File: config.mk
export PLATFORM = sky130hd
export DESIGN_NAME = pc_sequencer
export DESIGN_NICKNAME = d
export VERILOG_FILES = /design/src/rtl/pcs_pkg.sv /design/src/rtl/pcs_ctrl.sv /design/src/rtl/pcs_datapath.sv /design/src/rtl/pc_sequencer.sv
export SDC_FILE = /design/constraint.sdc
export NUM_CORES = 1
export LEC_CHECK = 0
export CORE_ASPECT_RATIO = 1.1
export CORE_MARGIN = 1
export CORE_UTILIZATION = 33
export DETAILED_ROUTE_END_ITERATION = 6
export GPL_TIMING_DRIVEN = 0
export PLACE_DENSITY = 0.64
export SYNTH_ARGS = -nofsm -noshare
export SYNTH_HDL_FRONTEND = slang
export SYNTH_HIERARCHICAL = 1
export SYNTH_SLANG_ARGS = --single-unit
File: constraint.sdc
create_clock -name clk -period 3.5 [get_ports clk]
set_clock_uncertainty 0.2 [all_clocks]
set_input_delay 0.7 -clock clk [delete_from_list [all_inputs] [get_ports clk]]
set_output_delay 0.7 -clock clk [all_outputs]
set_load 0.05 [all_outputs]
File: src/rtl/pcs_pkg.sv
package pcs_pkg;

  typedef enum logic [1:0] {
    CLS_SEQ   = 2'b00,
    CLS_COND  = 2'b01,
    CLS_BLINK = 2'b10,
    CLS_JLINK = 2'b11
  } pcClass_e;

  typedef enum logic [1:0] {
    TST_ZSET = 2'b00,
    TST_ZCLR = 2'b01,
    TST_CSET = 2'b10,
    TST_CCLR = 2'b11
  } condTest_e;

  // Strobes sent from the control to the datapath
  typedef struct packed {
    logic takeRel;   // load PC + 1 + offset
    logic takeJump;  // load absolute target
    logic writeLink; // link goes to a real register
  } pcStrobe_t;

endpackage

File: src/rtl/pcs_ctrl.sv
module pcs_ctrl
  import pcs_pkg::*;
#(
  parameter int REG_AW = 3
) (
  input  logic              clk,
  input  logic              rst,
  input  logic              advanceEn,
  input  logic [1:0]        ctrlClass,
  input  logic [1:0]        condSel,
  input  logic              flagC,
  input  logic              flagZ,
  input  logic [REG_AW-1:0] linkReg,
  output pcStrobe_t         strobes
);

  pcClass_e  cls;
  condTest_e tst;
  logic      condMet;
  logic      isLink;
  logic      linkRegLive;

  assign cls = pcClass_e'(ctrlClass);
  assign tst = condTest_e'(condSel);

  always_comb begin
    unique case (tst)
      TST_ZSET: condMet = flagZ;
      TST_ZCLR: condMet = ~flagZ;
      TST_CSET: condMet = flagC;
      TST_CCLR: condMet = ~flagC;
      default:  condMet = 1'b0;
    endcase
  end

  assign isLink      = (cls == CLS_BLINK) || (cls == CLS_JLINK);
  assign linkRegLive = (linkReg != '0);

  always_comb begin
    strobes = '0;
    unique case (cls)
      CLS_SEQ:   strobes.takeRel = 1'b0;
      CLS_COND:  strobes.takeRel = condMet;
      CLS_BLINK: strobes.takeRel = 1'b1;
      CLS_JLINK: strobes.takeJump = 1'b1;
      default:   strobes = '0;
    endcase
    strobes.writeLink = isLink && linkRegLive && advanceEn;
  end

  a_r3_seq_no_transfer: assert property (@(posedge clk) disable iff (rst)
    (ctrlClass == 2'b00) |-> !(strobes.takeRel || strobes.takeJump));

  a_r7_blink_always: assert property (@(posedge clk) disable iff (rst)
    (ctrlClass == 2'b10) |-> strobes.takeRel);

  a_r10_r0_no_write: assert property (@(posedge clk) disable iff (rst)
    (linkReg == '0) |-> !strobes.writeLink);

  a_r2_no_write_stalled: assert property (@(posedge clk) disable iff (rst)
    !advanceEn |-> !strobes.writeLink);

  a_r4_single_source: assert property (@(posedge clk) disable iff (rst)
    $onehot0({strobes.takeRel, strobes.takeJump}));

endmodule

File: src/rtl/pcs_datapath.sv
module pcs_datapath
  import pcs_pkg::*;
#(
  parameter int PC_W  = 16,
  parameter int OFF_W = 10
) (
  input  logic             clk,
  input  logic             rst,
  input  logic             advanceEn,
  input  pcStrobe_t        strobes,
  input  logic [OFF_W-1:0] offsetImm,
  input  logic [PC_W-1:0]  jumpTarget,
  output logic [PC_W-1:0]  pcOut,
  output logic [PC_W-1:0]  linkValue
);

  localparam int EXT_W = PC_W - OFF_W;

  logic [PC_W-1:0] pcReg;
  logic [PC_W-1:0] seqPc;
  logic [PC_W-1:0] extOff;
  logic [PC_W-1:0] relPc;
  logic [PC_W-1:0] nextPc;

  assign seqPc  = pcReg + PC_W'(1);
  assign extOff = {{EXT_W{offsetImm[OFF_W-1]}}, offsetImm};
  assign relPc  = seqPc + extOff;

  always_comb begin
    if (strobes.takeJump)     nextPc = jumpTarget;
    else if (strobes.takeRel) nextPc = relPc;
    else                      nextPc = seqPc;
  end

  always_ff @(posedge clk) begin
    if (rst)            pcReg <= '0;
    else if (advanceEn) pcReg <= nextPc;
  end

  assign pcOut     = pcReg;
  assign linkValue = seqPc;

  a_r1_reset_zero: assert property (@(posedge clk)
    rst |=> (pcOut == '0));

  a_r2_hold: assert property (@(posedge clk) disable iff (rst)
    !advanceEn |=> $stable(pcOut));

  a_r8_jump_load: assert property (@(posedge clk) disable iff (rst)
    (advanceEn && strobes.takeJump) |=> (pcOut == $past(jumpTarget)));

  a_r5_step_one: assert property (@(posedge clk) disable iff (rst)
    (advanceEn && !strobes.takeJump && !strobes.takeRel)
      |=> (pcOut == $past(pcOut) + PC_W'(1)));

endmodule

File: src/rtl/pc_sequencer.sv
module pc_sequencer
  import pcs_pkg::*;
#(
  parameter int PC_W   = 16,
  parameter int OFF_W  = 10,
  parameter int REG_AW = 3
) (
  input  logic              clk,
  input  logic              rst,
  input  logic              advanceEn,
  input  logic [1:0]        ctrlClass,
  input  logic [1:0]        condSel,
  input  logic [OFF_W-1:0]  offsetImm,
  input  logic [PC_W-1:0]   jumpTarget,
  input  logic              flagC,
  input  logic              flagZ,
  input  logic [REG_AW-1:0] linkReg,
  output logic [PC_W-1:0]   pcOut,
  output logic [PC_W-1:0]   linkValue,
  output logic              linkWrite
);

  pcStrobe_t strobes;

  pcs_ctrl #(.REG_AW(REG_AW)) u_ctrl (
    .clk       (clk),
    .rst       (rst),
    .advanceEn (advanceEn),
    .ctrlClass (ctrlClass),
    .condSel   (condSel),
    .flagC     (flagC),
    .flagZ     (flagZ),
    .linkReg   (linkReg),
    .strobes   (strobes)
  );

  pcs_datapath #(.PC_W(PC_W), .OFF_W(OFF_W)) u_dp (
    .clk        (clk),
    .rst        (rst),
    .advanceEn  (advanceEn),
    .strobes    (strobes),
    .offsetImm  (offsetImm),
    .jumpTarget (jumpTarget),
    .pcOut      (pcOut),
    .linkValue  (linkValue)
  );

  assign linkWrite = strobes.writeLink;

  a_r9_link_value: assert property (@(posedge clk) disable iff (rst)
    linkWrite |-> (ctrlClass[1] && advanceEn));

endmodule

==> impl_metrics.toml, run 1 <==
[hold_path]
min_path_cells = 2
hold_end = "u_dp/pcOut[9]$_SDFFE_PP0P_"
hold_path.class = "reg2reg"
hp-start = "u_dp/pcOut[9]$_SDFFE_PP0P_"

[layout]
final_nets = 416
drive_gt1_frac = 0.105
area_delta_synth_final_pct = 46.4
largest_register_ffs = 16
final_cell_mix = "clkdlybuf4s50_1 (65), a21oi_1 (30), nand2_1 (25)"
multi_input_area_um2 = 1830
final-seq-area_um2 = 323
fin_area_um2 = 3120
antenna_cells = 0
layout.cells.non_filler = 433
layout_commonest_cell = "clkdlybuf4s50_1"
fillers = 630

[sta]
setup_viol = 0
fin_crit_ns = 3.39
finalHoldViolations = 0
worst_hold_slack_ns = 0.352
min_period_over_period = 0.967
rsz0062_at_grt = "no"
final_max_slew_viol_count = 0
relSlewSlack = 0.603
fmax_mhz = 295
worst_pin_slew_ns = 0.594
tns_ns = 0
fin_ws_ns = 0.115

[clock_network]
post_cts_buffers = 0
cts_root_buffer = "clkbuf_8"
cts.htree.levels = 1
cts_tree = "done"
clk-insertion-delay-late_ns = 0.25
max-clock-path-buffers = 2
clkSlewWorstSetupHoldPaths_ns = 0.08
cts-hold-fix-buffers = 0
cts_made_buffers = 3
clock-sinks = 16

[synth]
yosysWarnings = 6
ys_ff_latch = 16
synth.cell_area_um2 = 2130
synth_edf_count = 0
synth_cell_types = 55
seq_area_frac_synth = 0.150
post_synth_inst_count = 279
avgSynthCellArea_um2 = 7.63
synthesis.nets = 341
synth_flop_cell = "dfxtp_1"
async_reset_ff_frac = 0

[global_route]
grt_max_degree = 11
overflow = 0
antenna_found_initial = 0
grt_usage = 0.207
grt_pass1_vias = 2297
grt_pass1_wl_um = 11000

[setup_path]
crit_fanout = 8
required_ns = 2.60
cp_cell_sequence = "and4_4, nand2_8, nor4_4, xor2_1, clkdlybuf4s50_1"
rr_endpoint = "u_dp/pcOut[14]$_SDFFE_PP0P_"
crit_buf_inv = 1
crit_type = "reg2out"
reg2reg_slack_ns = 0.21
end_kind = "output port"
arrival_ns = 2.49
slowest_delay_ns = 0.81
cp_slowest_cell = "clkdlybuf4s50_1"
ff2ff_path_depth = 11
cp-start-kind = "flop"
r2r_start = "u_dp/pcOut[1]$_SDFFE_PP0P_"
cp_top_family = "buffers and inverters"

[run_status]
status = "finished clean"

[die]
ioPinCount = 71
die_w_um = 78.6
start_util = 0.344
dieArea_um2 = 6780
row_count = 30
core_area_um2 = 6190
dieHeight_um = 86.3

[placed_design]
place.gp.congestion = 0.913
numPortBuffers = 70
placed_cells = 429
place_area_um2 = 3070
place_worst_setup_slack_ns = -0.405
hpwl_um = 5230

[power_and_ir_drop]
p_clk_frac = 0.193
p_seq_frac = 0.250
powerDensity_nw_per_um2 = 288
p_sw_mw = 0.395
p_comb_frac = 0.557
switching_share = 0.440
leakagePower_nw = 1.30
ir_worst_vdd_mv = 0.139
intPower_mw = 0.504

[routing]
routed_wl_um = 6670
vias_per_cell = 5.44
wl_per_cell_um = 15.4
drtPass1Iterations = 4
num_vias = 2357
drt-initial-drc-count = 103
drtAntennaViolNets = 0
drc_errors = 0

[flow_run]
drv_cap = 0
stage by stage:
| stage | power (mW) | utilization |
|---|---|---|
| after floorplan | 0.566 | - |
| after global placement | 0.726 | 0.495 |
| after detailed placement | 0.730 | 0.495 |
| after CTS | 0.904 | 0.504 |
| after global routing | 0.956 | 0.503 |
| final | 0.899 | 0.503 |
metal layers:
layer	track usage	routed length, µm
met5	0	0
met4	0.0724	124
met3	0.0326	423
met2	0.364	3220
met1	0.254	2910
synth_stat cells, types with 4 or more instances:
library cell	number	share of area
a221oi_1	4	0.016
and4_1	5	0.021
ha_1	23	0.14
a21o_1	7	0.025
xor2_1	9	0.037
nand2_1	25	0.044
nor2_1	21	0.037
dfxtp_1	16	0.15
mux2i_1	5	0.024
and3_1	5	0.015
o211ai_1	4	0.014
o22ai_1	4	0.012
o21ai_0	19	0.045
inv_1	10	0.018
nor3_1	6	0.014
a211oi_1	6	0.021
a21oi_1	30	0.071
o21a_1	4	0.014
xnor2_1	13	0.053
nand3_1	10	0.024
kinds of logic (layout without fill, tap and decap cells):
group | after synthesis | in the layout | synth area share
simple gates | 95 | 95 | 0.250
compound gates | 93 | 93 | 0.276
fa+ha+maj | 24 | 24 | 0.145
xor+xnor | 23 | 23 | 0.101
buf+inv | 23 | 97 | 0.0552
flops | 16 | 16 | 0.150
mux | 5 | 5 | 0.0235
worst max path at each step:
stage                               startpoint  cells past startpoint                     endpoint
finish              u_dp/pcOut[2]$_SDFFE_PP0P_                      5                linkValue[15]
CTS                 u_dp/pcOut[0]$_SDFFE_PP0P_                      7                linkValue[14]
global route        u_dp/pcOut[2]$_SDFFE_PP0P_                      5                linkValue[15]
global placement                  ctrlClass[0]                     11   u_dp/pcOut[4]$_SDFFE_PP0P_
floorplan           u_dp/pcOut[0]$_SDFFE_PP0P_                     12  u_dp/pcOut[11]$_SDFFE_PP0P_
detailed placement                ctrlClass[0]                     11   u_dp/pcOut[4]$_SDFFE_PP0P_
power groups by stage:
stage                     registers (mW)  clock network [mW]  logic, mW
after floorplan                    0.276                   0      0.290
after global placement             0.229                   0      0.497
after detailed placement           0.229                   0      0.501
after CTS                          0.225               0.178      0.501
after global routing               0.228               0.186      0.541
final                              0.225               0.174      0.501
timing repair:
item / CTS / global route
gates resized for setup: 9 / 5
setup endpoints to repair: 12 / 5
pin swaps: 0 / 2
area by class of cell:
class | instances | share of cell area
buffer | 11 | 0.0241
clock buffer | 4 | 0.0177
inverter | 12 | 0.0144
multi-input combinational | 240 | 0.587
sequential | 16 | 0.104
tap | 80 | 0.0321
timing repair buffer | 70 | 0.222
worst reg2reg max path: stages (launching register included):
cell and delay (ns):
dfxtp_1 0.42, ha_1 0.25, and3_1 0.17, buf_2 0.21
nand4_1 0.30, xnor2_4 0.23, ha_1 0.40, and4_1 0.25
o2111ai_1 0.15, a31oi_1 0.20, o21ai_0 0.12, a221oi_1 0.29
(Power assumes the default switching activity.)
==> run 2, diff against run 1 <==
- CORE_UTILIZATION: 33 -> 46
- PLACE_DENSITY: 0.64 -> 0.84
- RECOVER_POWER: default -> 50
- SYNTH_HIERARCHICAL: 1 -> default
==> run 2 against run 1 <==
Effect of this change:
- combinational power grew 3%
- sequential share of layout area up 0.83 points
- die area decreased by 30%
- first-iteration DRC count shrank 1.9%
- hold slack got worse by 0.015 ns
- register-to-register slack about the same
- largest power group unchanged
- synthesized cell count down 1.1%
- sequential power is 2% higher
- core utilization rose by 20 points
- power is 0.81% lower
- critical endpoint is now linkWrite
- cell area fell by 3.5%
==> impl_metrics.toml, run 2 <==
[run_status]
status = "finished clean"

[layout]
layout_commonest_cell = "clkdlybuf4s50_1"
antenna_cells = 0
post-route-util = 0.702
largest_register_ffs = 16
final_nets = 410
final_cell_mix = "clkdlybuf4s50_1 (42), nor2_1 (26), nand2_1 (25)"
area_delta_synth_final_pct = 45.8
drive_gt1_frac = 0.124

[die]
dieHeight_um = 72.2
die_w_um = 65.9
start_util = 0.481
dieArea_um2 = 4760
core_area_um2 = 4290
ioPinCount = 71
row_count = 25

[synth]
synthesis.nets = 338
synth.most_common_cell = "nor2_1"
async_reset_ff_frac = 0
synth_top_area_share = 0.155
ys_top_cells_by_area = "dfxtp_1 (16%), ha_1 (14%), xnor2_1 (5.9%), a21oi_1 (5.8%), nor2_1 (5.1%)"
seq_area_frac_synth = 0.155
synth_cell_types = 48
post_synth_inst_count = 276
avgSynthCellArea_um2 = 7.48
synth_common_cells = "nor2_1 (28), nand2_1 (25), a21oi_1 (24), ha_1 (23), dfxtp_1 (16)"
yosys.area.top_type = "dfxtp_1"
yosysWarnings = 0
synth.cell_area_um2 = 2060
ys_ff_latch = 16
synth_flop_cell = "dfxtp_1"
synth_edf_count = 0

[clock_network]
clkSlewWorstSetupHoldPaths_ns = 0.06
cts_root_buffer = "clkbuf_8"
post_cts_buffers = 0
max-clock-path-buffers = 2
clk-insertion-delay-late_ns = 0.25
cts_tree = "done"
clock-sinks = 16
cts.htree.levels = 1
cts_made_buffers = 3

[global_route]
grt_max_degree = 12
grt_pass1_wl_um = 10400
overflow = 0
antenna_found_initial = 0
grt_usage = 0.286
grt_pass1_vias = 2201

[routing]
routed_wl_um = 6410
num_vias = 2274
dr_wl_met3_um = 345
drc_errors = 0
drt-initial-drc-count = 101
drtPass1Iterations = 4
top_layer = "met4"
wl_per_cell_um = 16.0
dr_wl_met2_um = 3200
vias_per_cell = 5.67
wl_met1_um = 2690
drtAntennaViolNets = 0

[sta]
fin_crit_ns = 3.38
fmax_mhz = 296
worst_hold_slack_ns = 0.337
finalHoldViolations = 0
relSlewSlack = 0.600
fin_ws_ns = 0.124
final_max_slew_viol_count = 0
rsz0062_at_grt = "no"
setup_viol = 0
worst_pin_slew_ns = 0.602
min_period_over_period = 0.964

[power_and_ir_drop]
fin_total_pwr_mw = 0.892
p_clk_frac = 0.163
leakagePower_nw = 1.26
p_comb_frac = 0.581
switching_share = 0.456
ir_worst_vdd_mv = 0.204
intPower_mw = 0.486
powerDensity_nw_per_um2 = 296
p_seq_frac = 0.256
p_sw_mw = 0.406

[hold_path]
hold_path.class = "reg2reg"

[placed_design]
place_worst_setup_slack_ns = -0.421
place.gp.congestion = 0.884
numPortBuffers = 68
hpwl_um = 5140

[setup_path]
crit_fanout = 10
required_ns = 2.60
crit_type = "in2out"
cp-start-kind = "primary input"
end_kind = "output port"
arrival_ns = 2.48

[flow_run]
drv_cap = 0
run 2: cell types whose count changed in the layout (fill, tap and decap cells not counted), moves of 6 or more:
cell             previous run  this run
nor2_1                     20        26
dlygate4sd3_1               0        22
clkbuf_1                    1        10
nand2b_1                    3         9
a21oi_1                    30        23
dfxtp_1                    14         7
clkdlybuf4s50_1            65        42
run 2: stage by stage:
step / instances / setup TNS (ns) / cell area (µm²)
global placement: 398 / -0.421 / 2970
finish: 401 / 0 / 3010
CTS: 402 / 0 / 3020
floorplan: 276 / -0.0232 / 2220
global route: 401 / 0 / 3010
detailed placement: 398 / -0.425 / 2970
run 2: worst paths after layout:
| path | start | end | slack (ns) | cells after the start |
|---|---|---|---|---|
| min reg2reg | u_dp.pcOut[7]$_SDFFE_PP0P_ | u_dp.pcOut[7]$_SDFFE_PP0P_ | 0.34 | 2 |
| min | u_dp.pcOut[7]$_SDFFE_PP0P_ | u_dp.pcOut[7]$_SDFFE_PP0P_ | 0.34 | 2 |
| max | ctrlClass[1] | linkWrite | 0.12 | 6 |
| max reg2reg | u_dp.pcOut[0]$_SDFFE_PP0P_ | u_dp.pcOut[15]$_SDFFE_PP0P_ | 0.21 | 13 |
run 2: power groups by stage:
stage / registers (mW) / clock network [mW] / logic (mW)
2_1_floorplan: 0.281 / 0 / 0.304
3_3_place_gp: 0.233 / 0 / 0.517
3_5_place_dp: 0.233 / 0 / 0.525
4_1_cts: 0.229 / 0.147 / 0.527
5_1_grt: 0.232 / 0.158 / 0.556
6_report: 0.229 / 0.145 / 0.518
run 2: cells by family (layout without fill, tap and decap cells):
kind of cell,count (synthesis),count (layout),share of synthesized area
xor+xnor,26,26,0.114
simple gates,102,102,0.249
flops,16,16,0.155
buf+inv,20,91,0.0370
fa+ha+maj,24,24,0.149
mux,10,10,0.0485
compound gates,78,78,0.247
run 2: metal layers:
layer,global-route usage,vias to the layer above
li1,-,1140
met1,0.348,1030
met2,0.510,88
met3,0.0362,16
met4,0.0966,0
met5,0,-
run 2: final cells by class:
| cell class | instances | area, µm² |
|---|---|---|
| Sequential cell | 16 | 337 |
| Clock buffer | 4 | 45.0 |
| Inverter | 10 | 37.5 |
| Tap cell | 54 | 67.6 |
| Buffer | 9 | 36.3 |
| Timing Repair Buffer | 68 | 668 |
| Multi-Input combinational cell | 240 | 1820 |
| Fill cell | 372 | 1280 |
run 2: worst max-delay path: stages:
cell	delay [ns]
clkdlybuf4s50_1	0.52
ha_1	0.34
clkbuf_2	0.28
o21ai_0	0.13
nor2_1	0.13
clkdlybuf4s15_2	0.38
run 2: repair_timing:
| action | in CTS | in global routing |
|---|---|---|
| hold buffers | 0 | 0 |
| setup endpoints to repair | 2 | 4 |
| gates resized for setup | 4 | 7 |
==> run 3, diff against run 2 <==
- CAP_MARGIN: default -> 10
- CORE_UTILIZATION: 46 -> 50
- PLACE_DENSITY: 0.84 -> 0.9
- clock period: 3.5 -> 4.2 ns (I/O delays scaled with it)
==> run 3 against run 2 <==
Effect of this change:
- clock power about the same
- sequential power shrank 19%
- critical path depth unchanged
- first-iteration DRC count rose by 110%
- critical path type unchanged
- final cell count shrank 0.25%
- cell area is 4.3% lower
- setup slack better by 0.19 ns
- global-route usage up 1.4 points
- count of clock-buffer cells in the layout did not move
- sequential share of layout area is 0.064 points lower
- flip-flop and latch count did not move
==> impl_metrics.toml, run 3 (synthesis results as in run 2) <==
[run_status]
status = "finished clean"

[clock_network]
cts_root_buffer = "clkbuf_8"
cts_made_buffers = 3
clock-sinks = 16
post_cts_buffers = 0
clk-insertion-delay-late_ns = 0.26
cts.htree.levels = 1
post_cts_resized = 0
clkSlewWorstSetupHoldPaths_ns = 0.07
cts_tree = "done"
max-clock-path-buffers = 2
cts-hold-fix-buffers = 0

[global_route]
grt_pass1_wl_um = 10500
antenna_found_initial = 0
grt_max_degree = 12
grt_pass1_vias = 2305
overflow = 0
grt_usage = 0.300

[routing]
wl_met1_um = 2570
drt-initial-drc-count = 211
wl_per_cell_um = 16.0
dr_wl_met3_um = 395
vias_per_cell = 5.91
drtPass1Iterations = 4
num_vias = 2362
top_layer = "met4"
drc_errors = 0
routed_wl_um = 6390
drtAntennaViolNets = 0
dr_wl_met2_um = 3300

[setup_path]
rr_endpoint = "u_dp.pcOut[15]$_SDFFE_PP0P_"
cp_slowest_cell = "dlygate4sd3_1"
slowest_delay_ns = 0.59
cp_cell_sequence = "dlygate4sd3_1, ha_1, clkbuf_1, o21ai_0, nor2_1, dlymetal6s2s_1"
cp_top_family = "buffers and inverters"
arrival_ns = 2.85
required_ns = 3.16
reg2reg_slack_ns = 0.58
end_kind = "output port"
crit_buf_inv = 3
crit_fanout = 10
ff2ff_path_depth = 14
cp-start-kind = "primary input"
crit_type = "in2out"
r2r_start = "u_dp.pcOut[0]$_SDFFE_PP0P_"

[die]
core_area_um2 = 3960
die_w_um = 63.3
row_count = 24
dieHeight_um = 69.4
start_util = 0.521
dieArea_um2 = 4390
ioPinCount = 71

[power_and_ir_drop]
p_comb_frac = 0.563
ir_worst_vdd_mv = 0.213
leakagePower_nw = 1.21
powerDensity_nw_per_um2 = 262
fin_total_pwr_mw = 0.753
intPower_mw = 0.414
p_sw_mw = 0.340
p_seq_frac = 0.245
switching_share = 0.451
p_clk_frac = 0.191

[layout]
layout.cells.non_filler = 400
layout_commonest_cell = "clkdlybuf4s50_1"
antenna_cells = 0
final_nets = 411
fillers = 323
drive_gt1_frac = 0.0517
area_delta_synth_final_pct = 39.6
final_cell_mix = "clkdlybuf4s50_1 (46), nor2_1 (28), nand2_1 (25)"
largest_register_ffs = 16

[sta]
final_max_slew_viol_count = 0
fin_ws_ns = 0.310
finalHoldViolations = 0
fmax_mhz = 257
worst_pin_slew_ns = 0.551
fin_crit_ns = 3.89
worst_hold_slack_ns = 0.381
relSlewSlack = 0.633
tns_ns = 0
setup_viol = 0
rsz0062_at_grt = "no"
min_period_over_period = 0.926

[hold_path]
hold_path.class = "reg2reg"
hp-start = "u_dp.pcOut[0]$_SDFFE_PP0P_"
min_path_cells = 2
hold_end = "u_dp.pcOut[0]$_SDFFE_PP0P_"

[placed_design]
hpwl_um = 5150
place.gp.congestion = 0.879
place_worst_setup_slack_ns = 0.0246
placed_cells = 396
numPortBuffers = 68

[flow_run]
drv_cap = 0
==> run 3: changes by cell type in the layout (fill, tap and decap cells not counted), sizes merged <==
cell	before	now
clkdlybuf4s50	42	46
dlygate4sd3	22	21
dlygate4sd2	1	0
clkdlybuf4s15	1	0
dlymetal6s2s	0	1
buf	1	0
==> run 3: metrics by stage <==
stage,instance area [µm²],util
4_1_cts,2880,0.726
3_3_place_gp,2820,0.712
3_5_place_dp,2820,0.712
2_1_floorplan,2080,-
5_1_grt,2880,0.727
6_report,2880,0.727
==> run 3: area by class of cell <==
cell class | instances | area (µm²) | area share
flip-flops and latches | 16 | 320 | 0.111
plain buffers | 10 | 37.5 | 0.0130
well taps | 52 | 65.1 | 0.0226
inverters | 10 | 37.5 | 0.0130
repair buffers | 68 | 683 | 0.237
clock buffers | 4 | 55.1 | 0.0191
multi-input cells | 240 | 1680 | 0.584
==> run 3: worst min-delay path, cell delays in order, from the launching register on <==
cell     delay, ns
dfxtp_1       0.35
inv_1         0.10
o31ai_1       0.07
==> run 3: worst max path at each step <==
stage	from	cells past startpoint	slack, ns	endpoint
after floorplan	u_dp.pcOut[4]$_SDFFE_PP0P_	11	0.03	u_dp.pcOut[12]$_SDFFE_PP0P_
after global placement	ctrlClass[0]	6	0.09	linkWrite
after detailed placement	ctrlClass[0]	6	0.02	linkWrite
after CTS	ctrlClass[0]	6	0.009	linkWrite
after global routing	ctrlClass[0]	6	0.13	linkWrite
final	ctrlClass[0]	6	0.31	linkWrite
==> run 3: power groups by stage <==
stage	Sequential [mW]	Clock [mW]	Combinational, mW
floorplan	0.229	0	0.247
global placement	0.187	0	0.419
detailed placement	0.188	0	0.427
CTS	0.185	0.143	0.429
global route	0.187	0.150	0.457
finish	0.185	0.144	0.424
==> run 3: per-layer routing <==
layer / GRT usage / vias up
met5: 0 / -
met4: 0.0808 / 0
met3: 0.0461 / 12
met2: 0.558 / 102
met1: 0.350 / 1100
li1: - / 1148
